**src/rtl/hbs_pkg.sv**
```systemverilog
package hbs_pkg;
  typedef enum logic [0:0] {
    ST_IDLE = 1'b0,
    ST_RUN  = 1'b1
  } hbs_state_e;
endpackage

```
**src/rtl/hbs_byte_queue.sv**
```systemverilog
module hbs_byte_queue #(
  parameter int DEPTH = 64,
  parameter int LW    = $clog2(DEPTH + 1),
  parameter int IW    = $clog2(DEPTH)
) (
  input  logic          clk,
  input  logic          rst_n,
  input  logic          clr,
  input  logic          push,
  input  logic [7:0]    push_data,
  input  logic          pop,
  input  logic [IW-1:0] rd_idx,
  output logic [LW-1:0] len,
  output logic [31:0]   head_word,
  output logic [7:0]    rd_byte
);
  logic [7:0]    q_r [DEPTH];
  logic [7:0]    q_d [DEPTH];
  logic [LW-1:0] len_q, len_d, wr_pos;
  logic          q_en;

  assign wr_pos = pop ? (len_q - LW'(4)) : len_q;
  assign q_en   = push | pop;

  always_comb begin
    len_d = len_q;
    if (clr) begin
      len_d = '0;
    end else begin
      if (pop)  len_d = len_d - LW'(4);
      if (push) len_d = len_d + LW'(1);
    end
  end

  for (genvar i = 0; i < DEPTH; i++) begin : g_slot
    logic [7:0] shifted;
    if (i + 4 < DEPTH) begin : g_mid
      assign shifted = pop ? q_r[i+4] : q_r[i];
    end else begin : g_top
      assign shifted = q_r[i];
    end
    always_comb begin
      q_d[i] = shifted;
      if (push && (wr_pos == LW'(i))) q_d[i] = push_data;
    end
    always_ff @(posedge clk) begin
      if (q_en) q_r[i] <= q_d[i];
    end
  end

  always_ff @(posedge clk or negedge rst_n) begin
    if (!rst_n) len_q <= '0;
    else        len_q <= len_d;
  end

  assign len       = len_q;
  assign head_word = {q_r[3], q_r[2], q_r[1], q_r[0]};
  assign rd_byte   = q_r[rd_idx];
endmodule

```
**src/rtl/hbs_credit.sv**
```systemverilog
module hbs_credit #(
  parameter int WORDS = 32,
  parameter int SW    = $clog2(WORDS + 1)
) (
  input  logic          clk,
  input  logic          rst_n,
  input  logic          reload,
  input  logic          grant_valid,
  input  logic [SW-1:0] grant_words,
  input  logic          take,
  output logic          credit_ok
);
  logic [SW-1:0] cred_q, cred_d;
  logic          cred_en;

  always_comb begin
    cred_d = cred_q;
    if (reload)           cred_d = SW'(WORDS);
    else if (grant_valid) cred_d = grant_words;
    else if (take)        cred_d = cred_q - SW'(1);
  end

  assign cred_en = reload | grant_valid | take;

  always_ff @(posedge clk or negedge rst_n) begin
    if (!rst_n)       cred_q <= SW'(WORDS);
    else if (cred_en) cred_q <= cred_d;
  end

  assign credit_ok = (cred_q != '0);
endmodule

```
**src/rtl/hbs_ctrl.sv**
```systemverilog
module hbs_ctrl
  import hbs_pkg::*;
#(
  parameter int CNT_W = 32,
  parameter int BLK   = 64,
  parameter int LW    = $clog2(BLK + 1)
) (
  input  logic             clk,
  input  logic             rst_n,
  input  logic             req_valid,
  input  logic             req_final,
  input  logic [CNT_W-1:0] req_nbytes,
  input  logic             ld_valid,
  input  logic [CNT_W-1:0] ld_total,
  input  logic             in_valid,
  input  logic             out_ready,
  input  logic [LW-1:0]    len,
  input  logic             credit_ok,
  output logic             req_ready,
  output logic             req_done,
  output logic             req_err,
  output logic             in_ready,
  output logic             out_valid,
  output logic             space_req,
  output logic             push,
  output logic             pop,
  output logic             clr,
  output logic             reload,
  output logic [CNT_W-1:0] sent
);
  localparam int BW = $clog2(BLK);
  localparam logic [CNT_W-1:0] BLK_MASK  = ~CNT_W'(BLK - 1);
  localparam logic [CNT_W-1:0] WORD_MASK = ~CNT_W'(3);

  hbs_state_e       state_q, state_d;
  logic [CNT_W-1:0] remain_q, remain_d;
  logic [CNT_W-1:0] fwd_q, fwd_d;
  logic [CNT_W-1:0] sent_q, sent_d;
  logic             done_q, done_d, err_q, err_d;
  logic [CNT_W:0]   sum;
  logic [CNT_W-1:0] fwd_calc;
  logic             run, cnt_en;

  assign run       = (state_q == ST_RUN);
  assign req_ready = ~run;
  assign in_ready  = run && (remain_q != '0) && (len < LW'(BLK));
  assign push      = in_ready && in_valid;
  assign out_valid = run && (fwd_q != '0) && (len >= LW'(4)) && credit_ok;
  assign pop       = out_valid && out_ready;
  assign space_req = run && (fwd_q != '0) && !credit_ok;
  assign sum       = {1'b0, req_nbytes} + (CNT_W+1)'(len);
  assign fwd_calc  = sum[CNT_W-1:0] & (req_final ? WORD_MASK : BLK_MASK);

  always_comb begin
    state_d  = state_q;
    remain_d = remain_q;
    fwd_d    = fwd_q;
    sent_d   = sent_q;
    done_d   = 1'b0;
    err_d    = 1'b0;
    clr      = 1'b0;
    reload   = 1'b0;
    case (state_q)
      ST_IDLE: begin
        if (req_valid) begin
          if (sum[CNT_W]) begin
            err_d = 1'b1;
          end else if ((req_nbytes == '0) && !req_final) begin
            done_d = 1'b1;
          end else begin
            state_d  = ST_RUN;
            remain_d = req_nbytes;
            fwd_d    = fwd_calc;
            reload   = 1'b1;
          end
        end else if (ld_valid) begin
          state_d  = ST_RUN;
          remain_d = CNT_W'(ld_total[BW-1:0]);
          fwd_d    = '0;
          sent_d   = ld_total & BLK_MASK;
          clr      = 1'b1;
        end
      end
      default: begin
        if (push) remain_d = remain_q - CNT_W'(1);
        if (pop) begin
          fwd_d  = fwd_q - CNT_W'(4);
          sent_d = sent_q + CNT_W'(4);
        end
        if ((remain_q == '0) && (fwd_q == '0)) begin
          state_d = ST_IDLE;
          done_d  = 1'b1;
        end
      end
    endcase
  end

  assign cnt_en = run | req_valid | ld_valid;

  always_ff @(posedge clk or negedge rst_n) begin
    if (!rst_n) begin
      state_q  <= ST_IDLE;
      remain_q <= '0;
      fwd_q    <= '0;
      sent_q   <= '0;
      done_q   <= 1'b0;
      err_q    <= 1'b0;
    end else begin
      state_q <= state_d;
      done_q  <= done_d;
      err_q   <= err_d;
      if (cnt_en) begin
        remain_q <= remain_d;
        fwd_q    <= fwd_d;
        sent_q   <= sent_d;
      end
    end
  end

  assign req_done = done_q;
  assign req_err  = err_q;
  assign sent     = sent_q;
endmodule

```
**src/rtl/hash_block_stager.sv**
```systemverilog
module hash_block_stager #(
  parameter int CNT_W      = 32,
  parameter int BLK_BYTES  = 64,
  parameter int FIFO_WORDS = 32,
  localparam int LW = $clog2(BLK_BYTES + 1),
  localparam int IW = $clog2(BLK_BYTES),
  localparam int SW = $clog2(FIFO_WORDS + 1)
) (
  input  logic             clk,
  input  logic             rst_n,
  input  logic             req_valid,
  input  logic             req_final,
  input  logic [CNT_W-1:0] req_nbytes,
  output logic             req_ready,
  output logic             req_done,
  output logic             req_err,
  input  logic             ld_valid,
  input  logic [CNT_W-1:0] ld_total,
  input  logic             in_valid,
  input  logic [7:0]       in_data,
  output logic             in_ready,
  output logic             out_valid,
  output logic [31:0]      out_data,
  input  logic             out_ready,
  output logic             space_req,
  input  logic             space_valid,
  input  logic [SW-1:0]    space_words,
  output logic [CNT_W-1:0] sent_bytes,
  output logic [LW-1:0]    held_len,
  output logic [CNT_W-1:0] save_total,
  output logic             save_fresh,
  input  logic [IW-1:0]    rd_idx,
  output logic [7:0]       rd_byte
);
  logic          push, pop, clr, reload, credit_ok;
  logic [LW-1:0] len;

  hbs_ctrl #(.CNT_W(CNT_W), .BLK(BLK_BYTES), .LW(LW)) u_ctrl (
    .clk        (clk),
    .rst_n      (rst_n),
    .req_valid  (req_valid),
    .req_final  (req_final),
    .req_nbytes (req_nbytes),
    .ld_valid   (ld_valid),
    .ld_total   (ld_total),
    .in_valid   (in_valid),
    .out_ready  (out_ready),
    .len        (len),
    .credit_ok  (credit_ok),
    .req_ready  (req_ready),
    .req_done   (req_done),
    .req_err    (req_err),
    .in_ready   (in_ready),
    .out_valid  (out_valid),
    .space_req  (space_req),
    .push       (push),
    .pop        (pop),
    .clr        (clr),
    .reload     (reload),
    .sent       (sent_bytes)
  );

  hbs_byte_queue #(.DEPTH(BLK_BYTES), .LW(LW), .IW(IW)) u_queue (
    .clk       (clk),
    .rst_n     (rst_n),
    .clr       (clr),
    .push      (push),
    .push_data (in_data),
    .pop       (pop),
    .rd_idx    (rd_idx),
    .len       (len),
    .head_word (out_data),
    .rd_byte   (rd_byte)
  );

  hbs_credit #(.WORDS(FIFO_WORDS), .SW(SW)) u_credit (
    .clk         (clk),
    .rst_n       (rst_n),
    .reload      (reload),
    .grant_valid (space_req & space_valid),
    .grant_words (space_words),
    .take        (pop),
    .credit_ok   (credit_ok)
  );

  assign held_len   = len;
  assign save_total = sent_bytes + CNT_W'(len);
  assign save_fresh = (sent_bytes == '0);
endmodule

```
**config.mk**
```make
export PLATFORM = sky130hd
export DESIGN_NAME = hash_block_stager
export DESIGN_NICKNAME = d
export VERILOG_FILES = /design/src/rtl/hbs_pkg.sv /design/src/rtl/hbs_byte_queue.sv /design/src/rtl/hbs_credit.sv /design/src/rtl/hbs_ctrl.sv /design/src/rtl/hash_block_stager.sv
export SDC_FILE = /design/constraint.sdc
export NUM_CORES = 1
export LEC_CHECK = 0
export ABC_AREA = 0
export CAP_MARGIN = 0
export CORE_MARGIN = 2
export CORE_UTILIZATION = 40
export DETAILED_ROUTE_END_ITERATION = 10
export DONT_BUFFER_PORTS = 1
export RECOVER_POWER = 25
export SETUP_SLACK_MARGIN = 0.15
export SLEW_MARGIN = 5
export SYNTH_ARGS = -nofsm -noshare
export SYNTH_HDL_FRONTEND = slang
export SYNTH_SLANG_ARGS = --single-unit
```
**constraint.sdc**
```tcl
create_clock -name clk -period 11.35 [get_ports clk]
set_input_delay 0.5675 -clock clk [delete_from_list [all_inputs] [get_ports clk]]
set_output_delay 0.5675 -clock clk [all_outputs]
set_load 0.01 [all_outputs]
```
# Word-level counts from Yosys, hierarchy flattened

Memories as Yosys holds them, arrays and structs flattened.
Index checks and enable logic that the tools add are counted.

Bits in registers: 112
Bits in latches: 0
RAM bits: 512
Bits in read-only memories: 0
Input bits: 92
Output and inout port bits: 118
Logic and storage cells: 354
Memories kept: 1

Memory list:

| name        | depth | bits a word | read ports | clocked after memory_dff | wr ports | RTL line             | RTL |
|---|---|---|---|---|---|---|---|
| u_queue.q_r | 64    | 8           | 65         | 0                        | 64       | hbs_byte_queue.sv:17 | `logic [7:0] q_r [DEPTH];` |

Add/subtract/negate cells: 8
Multiply operators: 0
Divide/modulo/power cells: 0
Order comparisons: 2
Equal/unequal tests: 68
Shifts and indexed selects: 0
Muxes and demuxes: 168
Bitwise logic cells: 8
Reductions and logical operators: 91

Operators with widths:

| kind                    | number |
|---|---|
| $mux W8                 | 124 |
| $mux W32                | 16 |
| $eq A7 B6 Y1 const B    | 32 |
| $logic_not A32 Y1       | 4 |
| $eq A7 B5 Y1 const B    | 16 |
| $logic_and A1 B1 Y1     | 74 |
| $reduce_bool A32 Y1     | 2 |
| $eq A7 B4 Y1 const B    | 8 |
| $add A32 B7 Y33         | 1 |
| $add A32 B3 Y32 const B | 1 |
| $add A32 B7 Y32         | 1 |
| $and A32 B32 Y32        | 1 |
| $sub A32 B1 Y32 const B | 1 |
| $sub A32 B3 Y32 const B | 1 |
| $eq A7 B3 Y1 const B    | 4 |
| $mux W7                 | 4 |
| $mux W6                 | 4 |
| $mux W1                 | 20 |
| $eq A7 B2 Y1 const B    | 2 |
| $reduce_and A5 Y1       | 2 |
| $add A7 B1 Y7 const B   | 1 |
| $eq A7 B1 Y1 const B    | 1 |
| $ge A7 B3 Y1 const B    | 1 |
| $logic_not A7 Y1        | 1 |
| other kinds (14)        | 23 |

# Logic depth before layout (Yosys ltp)

Depth after elaboration: 10
Mapped depth: 13

# Hierarchy

From an unflattened synthesis, not the netlist that was laid out.

Cell total of the unflattened synthesis: 2581
Area total of the unflattened synthesis: 34530.6 sq um

By module, submodules not included:

| module            | instances | cells an instance | area each (sq um) | seq. area each (sq um) |
|---|---|---|---|---|
| hbs_byte_queue    | 1         | 1565              | 26390.3           | 15549.9 |
| hbs_ctrl          | 1         | 864               | 6937.9            | 2377.3 |
| hash_block_stager | 1         | 114               | 833.3             | 0.0 |
| hbs_credit        | 1         | 38                | 369.1             | 151.4 |

# Worst setup path before layout

OpenSTA, ideal clock, no wires.

Path kind: input to output
Start point: input port rd_idx[0]
End point: output port rd_byte[0]
Data arrival time: 3125 ps
Data required time: 10783 ps
Setup slack: 7657 ps
Stages: 5
Path buffers: 2
Cell sequence: clkbuf_1 -> buf_1 -> mux4_2 -> mux4_2 -> mux4_2

Cells in the longest elaborated chain, start to end: 1

RTL lines:

| item               | RTL line                | RTL |
|---|---|---|
| start: declaration | hash_block_stager.sv:32 | `input logic [IW-1:0] rd_idx,` |
| $mem_v2 Z64 W8     | -                       |  |
| end: declaration   | hash_block_stager.sv:33 | `output logic [7:0] rd_byte` |

Every way passes these cells.

# Worst setup path in the final report

Start point: register u_ctrl.state_q (netlist: u_ctrl.run)
End point: register u_ctrl.fwd_q[27]

Cells in the longest elaborated chain, start to end: 6
Elaborated cells between the ends (all ways): 12

RTL lines:

| item                               | RTL line        | RTL |
|---|---|---|
| start: declaration                 | hbs_ctrl.sv:35  | `hbs_state_e state_q, state_d;` |
| start signal: assignment           | hbs_ctrl.sv:109 | `state_q <= state_d;` |
| $logic_and A1 B1 Y1 (3 in series)  | hbs_ctrl.sv:48  | `assign out_valid = run && (fwd_q != '0) && (len >= LW'(4)) && credit_ok;` |
| $logic_and A1 B1 Y1                | hbs_ctrl.sv:49  | `assign pop = out_valid && out_ready;` |
| $ne A2 B1 Y1 (no source line)      | -               |  |
| $reduce_and A5 Y1 (no source line) | -               |  |
| end signal: assignment             | hbs_ctrl.sv:114 | `fwd_q <= fwd_d;` |
| end: declaration                   | hbs_ctrl.sv:37  | `logic [CNT_W-1:0] fwd_q, fwd_d;` |

Parallel ways exist; a longest one is shown, timed or not.
A chain may end at the register's enable or synchronous reset.

==> flow_metrics.env <==
export IMPL_status="complete, but fails checks"
export IMPL_failed_checks="max-capacitance violations, max-slew violations"
export IMPL_drtIter0Drc=2488
export IMPL_grt_first_pass_wirelength_microns=158000
export IMPL_period_needed_ns=7.19
export IMPL_synth_compound_area_share_pct=6.60
export IMPL_worstMarginPinSlew_ns=1.84
export IMPL_drv_cap=4
export IMPL_min_path_type="in2reg"
export IMPL_yosysWarnings=0
export IMPL_min_path_cells=0
export IMPL_drt_wl_total_microns=108000
export IMPL_synthArstFlopShare_pct=17.4
export IMPL_clk_pin_slew_ns=0.06
export IMPL_synth_xor_area_share_pct=1.78
export IMPL_overflow=0
export IMPL_p_sw_share_pct=35.2
export IMPL_dr_pass1_iters=6
export IMPL_synthAdderAreaFrac_pct=0.860
export IMPL_p_clk_share_pct=26.8
export IMPL_numCtsBuffers=71
export IMPL_design_core_area_sq_um=86600
export IMPL_syn_avg_cell_area_sq_um=13.9
export IMPL_cp_data_required_time_ns=11.85
export IMPL_muxShareOfSynthArea_pct=26.8
export IMPL_grt_max_degree=129
export IMPL_htreeDepth=3
export IMPL_cp_end_kind="register"
export IMPL_maxSlewViolCount=113
export IMPL_vias=23054
export IMPL_vias_per_cell=6.35
export IMPL_dp_hpwl_microns=75100
export IMPL_reg2reg_slack_ns=4.16
export IMPL_p_switching_mw=3.14
export IMPL_worst_r2r_path_depth=9
export IMPL_initial_utilization_pct=40.3
export IMPL_root_buffer="clkbuf_16"
export IMPL_synth_top_area_share_pct=44.0
export IMPL_final_setup_tns_ns=0
export IMPL_synth_top_family_by_area="multiplexers"
export IMPL_r2r_end="u_ctrl.fwd_q[27]$_DFFE_PN0P_"
export IMPL_drive_gt1_share_pct=34.7
export IMPL_critical_path_class="reg2reg"
export IMPL_synth_edf_count=512
export IMPL_hold_violations=0
export IMPL_antenna_found_initial=1
export IMPL_grt_pass1_vias=22904
export IMPL_multiInputGateArea_sq_um=15900
export IMPL_intPower_mw=5.78
export IMPL_fillers=7610
export IMPL_synth_top_cell_by_area="edfxtp_1"
export IMPL_globalplace_congestion=0.925
export IMPL_irDropWorstVdd_v=0.000113
export IMPL_syn_inst=2514
export IMPL_synth_seq_area_share_pct=51.8
export IMPL_synthTopCellsByArea="edfxtp_1 (44%), mux2_2 (15%), mux4_2 (11%)"
export IMPL_seqPwrFrac_pct=46.2
export IMPL_seqCellArea_sq_um=18100
export IMPL_cts_tree="done"
export IMPL_holdPathEnd="u_queue.q_r[60][6]$_DFFE_PP_"
export IMPL_ctsLongestPathBuffers=3
export IMPL_ant_nets=0
export IMPL_cts_sinks=620
export IMPL_dp_slack_ns=6.64
export IMPL_total_power_mw=8.92
export IMPL_die_y_microns=299
export IMPL_r2r_start="u_ctrl.run$_DFF_PN0_"
export IMPL_dieArea_sq_um=89600
export IMPL_io_buffers=0
export IMPL_yosys_area_share_simple_pct=9.32
export IMPL_timing_fmax_mhz=139
export IMPL_post_cts_buffers=0
export IMPL_skew_ns=0.0556
export IMPL_nets=2531
export IMPL_grt_setup_unrepaired="false"
export IMPL_cp_arrival_ns=7.69
export IMPL_slew_headroom_pct=-22.5
export IMPL_power_leakage_nw=12.6
export IMPL_fp_dieW_microns=299
export IMPL_finalSetupViolations=0
export IMPL_grt_total_usage_pct=23.6
export IMPL_comb_power_share_pct=26.9
export IMPL_p_per_area_nw_per_um2=234
export IMPL_wire_per_inst_microns=29.7
export IMPL_hold_start="in_data[6]"
export IMPL_rows=108
export IMPL_ys_flop_type="edfxtp_1"
export IMPL_yosysUniqueCellTypes=97
export IMPL_clk_insertion_delay_late_ns=0.64
export IMPL_synthesis_area_sq_um=34900
export IMPL_setup_slack_ns=4.16
export IMPL_startpoint_type="register"
export IMPL_areaGrowthSynthToFinish_pct=9.16
export IMPL_io_pins=210
export IMPL_ys_ff_latch=620
export IMPL_path_max_fanout=61
export IMPL_min_period_over_period_pct=63.4
export IMPL_drc=0
## Yosys cell counts, types with 10 or more instances
cell type,number
edfxtp_1,512
mux2_2,457
mux4_2,168
nand2_1,155
clkbuf_1,128
dfrtp_1,107
nor2_1,97
a21oi_1,67
o21ai_0,56
nand3_1,53
nor3_1,50
xnor2_1,46
nor4_1,35
or2_2,35
nand4_1,32
inv_1,29
and3_1,27
buf_2,26
xor2_1,25
ha_1,24
a22oi_1,23
buf_1,23
mux2_1,20
nand3_2,20
or3_1,20
a211oi_4,15
o22ai_1,15
a31oi_1,14
o211ai_1,14
buf_4,11
a221o_1,10
nand4b_1,10
or4_1,10
## per-stage QoR
step	hold slack (ns)	cells	cell area [sq um]	util [%]
global placement	0.275	3495	35700	41.2
CTS	0.0279	3628	38100	44.0
finish	0.0518	3630	38100	44.0
global route	0.0184	3629	38100	44.0
floorplan	0.272	2515	34900	-
detailed placement	0.274	3495	35700	41.2
## layout make-up
class | count | share of cell area [%]
Timing Repair Buffer | 25 | 0.493
Clock buffer | 82 | 4.88
Multi-Input combinational cell | 1668 | 41.6
Inverter | 29 | 0.286
Tap cell | 1155 | 3.79
Clock inverter | 49 | 1.49
Sequential cell | 620 | 47.4
Antenna cell | 2 | 0.0131
## per-layer routing
metal  vias up  track usage (%)  share of wire, %
met5         -                0                 0
met4         0             6.00               2.2
met3       142             4.80               8.3
met2      1141             38.6                48
met1     12041             32.2                41
li1       9730                -                 -
## critical path, stage by stage (launching register included)
cell	delay, ns
dfrtp_1	1.06
inv_1	1.17
clkbuf_1	1.30
nand2_1	0.54
nor3_1	0.31
nand3_1	0.47
o21ai_0	0.86
clkbuf_1	0.78
o21ai_0	0.21
a221o_1	0.33
## flip-flops by register name, indices dropped and copies added (netlist names)
register and cells:
u_ctrl.sent 30, u_ctrl.req_err 1, u_queue.len 7, u_ctrl.req_done 1, u_ctrl.fwd_q 30, u_ctrl.run 1, u_ctrl.remain_q 32, u_credit.cred_q 6
u_queue.q_r 512
## worst max path at each step
stage / startpoint / to / slack [ns] / depth (start not counted)
finish: u_ctrl.run$_DFF_PN0_ / u_ctrl.fwd_q[27]$_DFFE_PN0P_ / 4.16 / 9
global route: u_ctrl.run$_DFF_PN0_ / u_ctrl.fwd_q[27]$_DFFE_PN0P_ / 3.67 / 9
CTS: u_ctrl.fwd_q[2]$_DFFE_PN0P_ / u_queue.q_r[47][1]$_DFFE_PP_ / 6.57 / 9
detailed placement: u_ctrl.fwd_q[2]$_DFFE_PN0P_ / u_queue.q_r[47][7]$_DFFE_PP_ / 6.64 / 9
global placement: u_ctrl.fwd_q[2]$_DFFE_PN0P_ / u_queue.q_r[47][1]$_DFFE_PP_ / 6.87 / 9
floorplan: rd_idx[0] / rd_byte[0] / 7.66 / 5
## power groups by stage
stage	clock network, mW	logic [mW]	registers, mW
after detailed placement	0	2.37	4.13
after global routing	2.51	2.57	4.17
after global placement	0	2.31	4.13
after floorplan	0	1.92	3.69
final	2.39	2.40	4.12
after CTS	2.43	2.39	4.09
## cell usage in the layout (no fill, tap or decap), types with 32 or more instances in the layout
| cell | count |
|---|---|
| nand3_1 | 53 |
| mux4_2 | 168 |
| o21ai_0 | 55 |
| nor4_1 | 35 |
| nor2_1 | 96 |
| mux2_2 | 457 |
| xnor2_1 | 46 |
| clkbuf_16 | 71 |
| nor3_1 | 50 |
| dfrtp_1 | 107 |
| or2_2 | 34 |
| a21oi_1 | 67 |
| nand2_1 | 154 |
| edfxtp_1 | 512 |
| nand4_1 | 32 |
## logic make-up after synthesis
| kind of cell | after synthesis |
|---|---|
| buffers and inverters | 227 |
| other | 1 |
| adders and majority gates | 24 |
| xor gates and xnor gates | 71 |
| muxes | 660 |
| AOI/OAI and AO/OA | 309 |
| DFF | 620 |
| and+or+nand+nor | 602 |
## what timing repair did
item                      in CTS  in global routing
hold buffers                   2                  0
gates resized for setup        0                  0
hold endpoints to repair     108                  0
(Power assumes the default switching activity.)
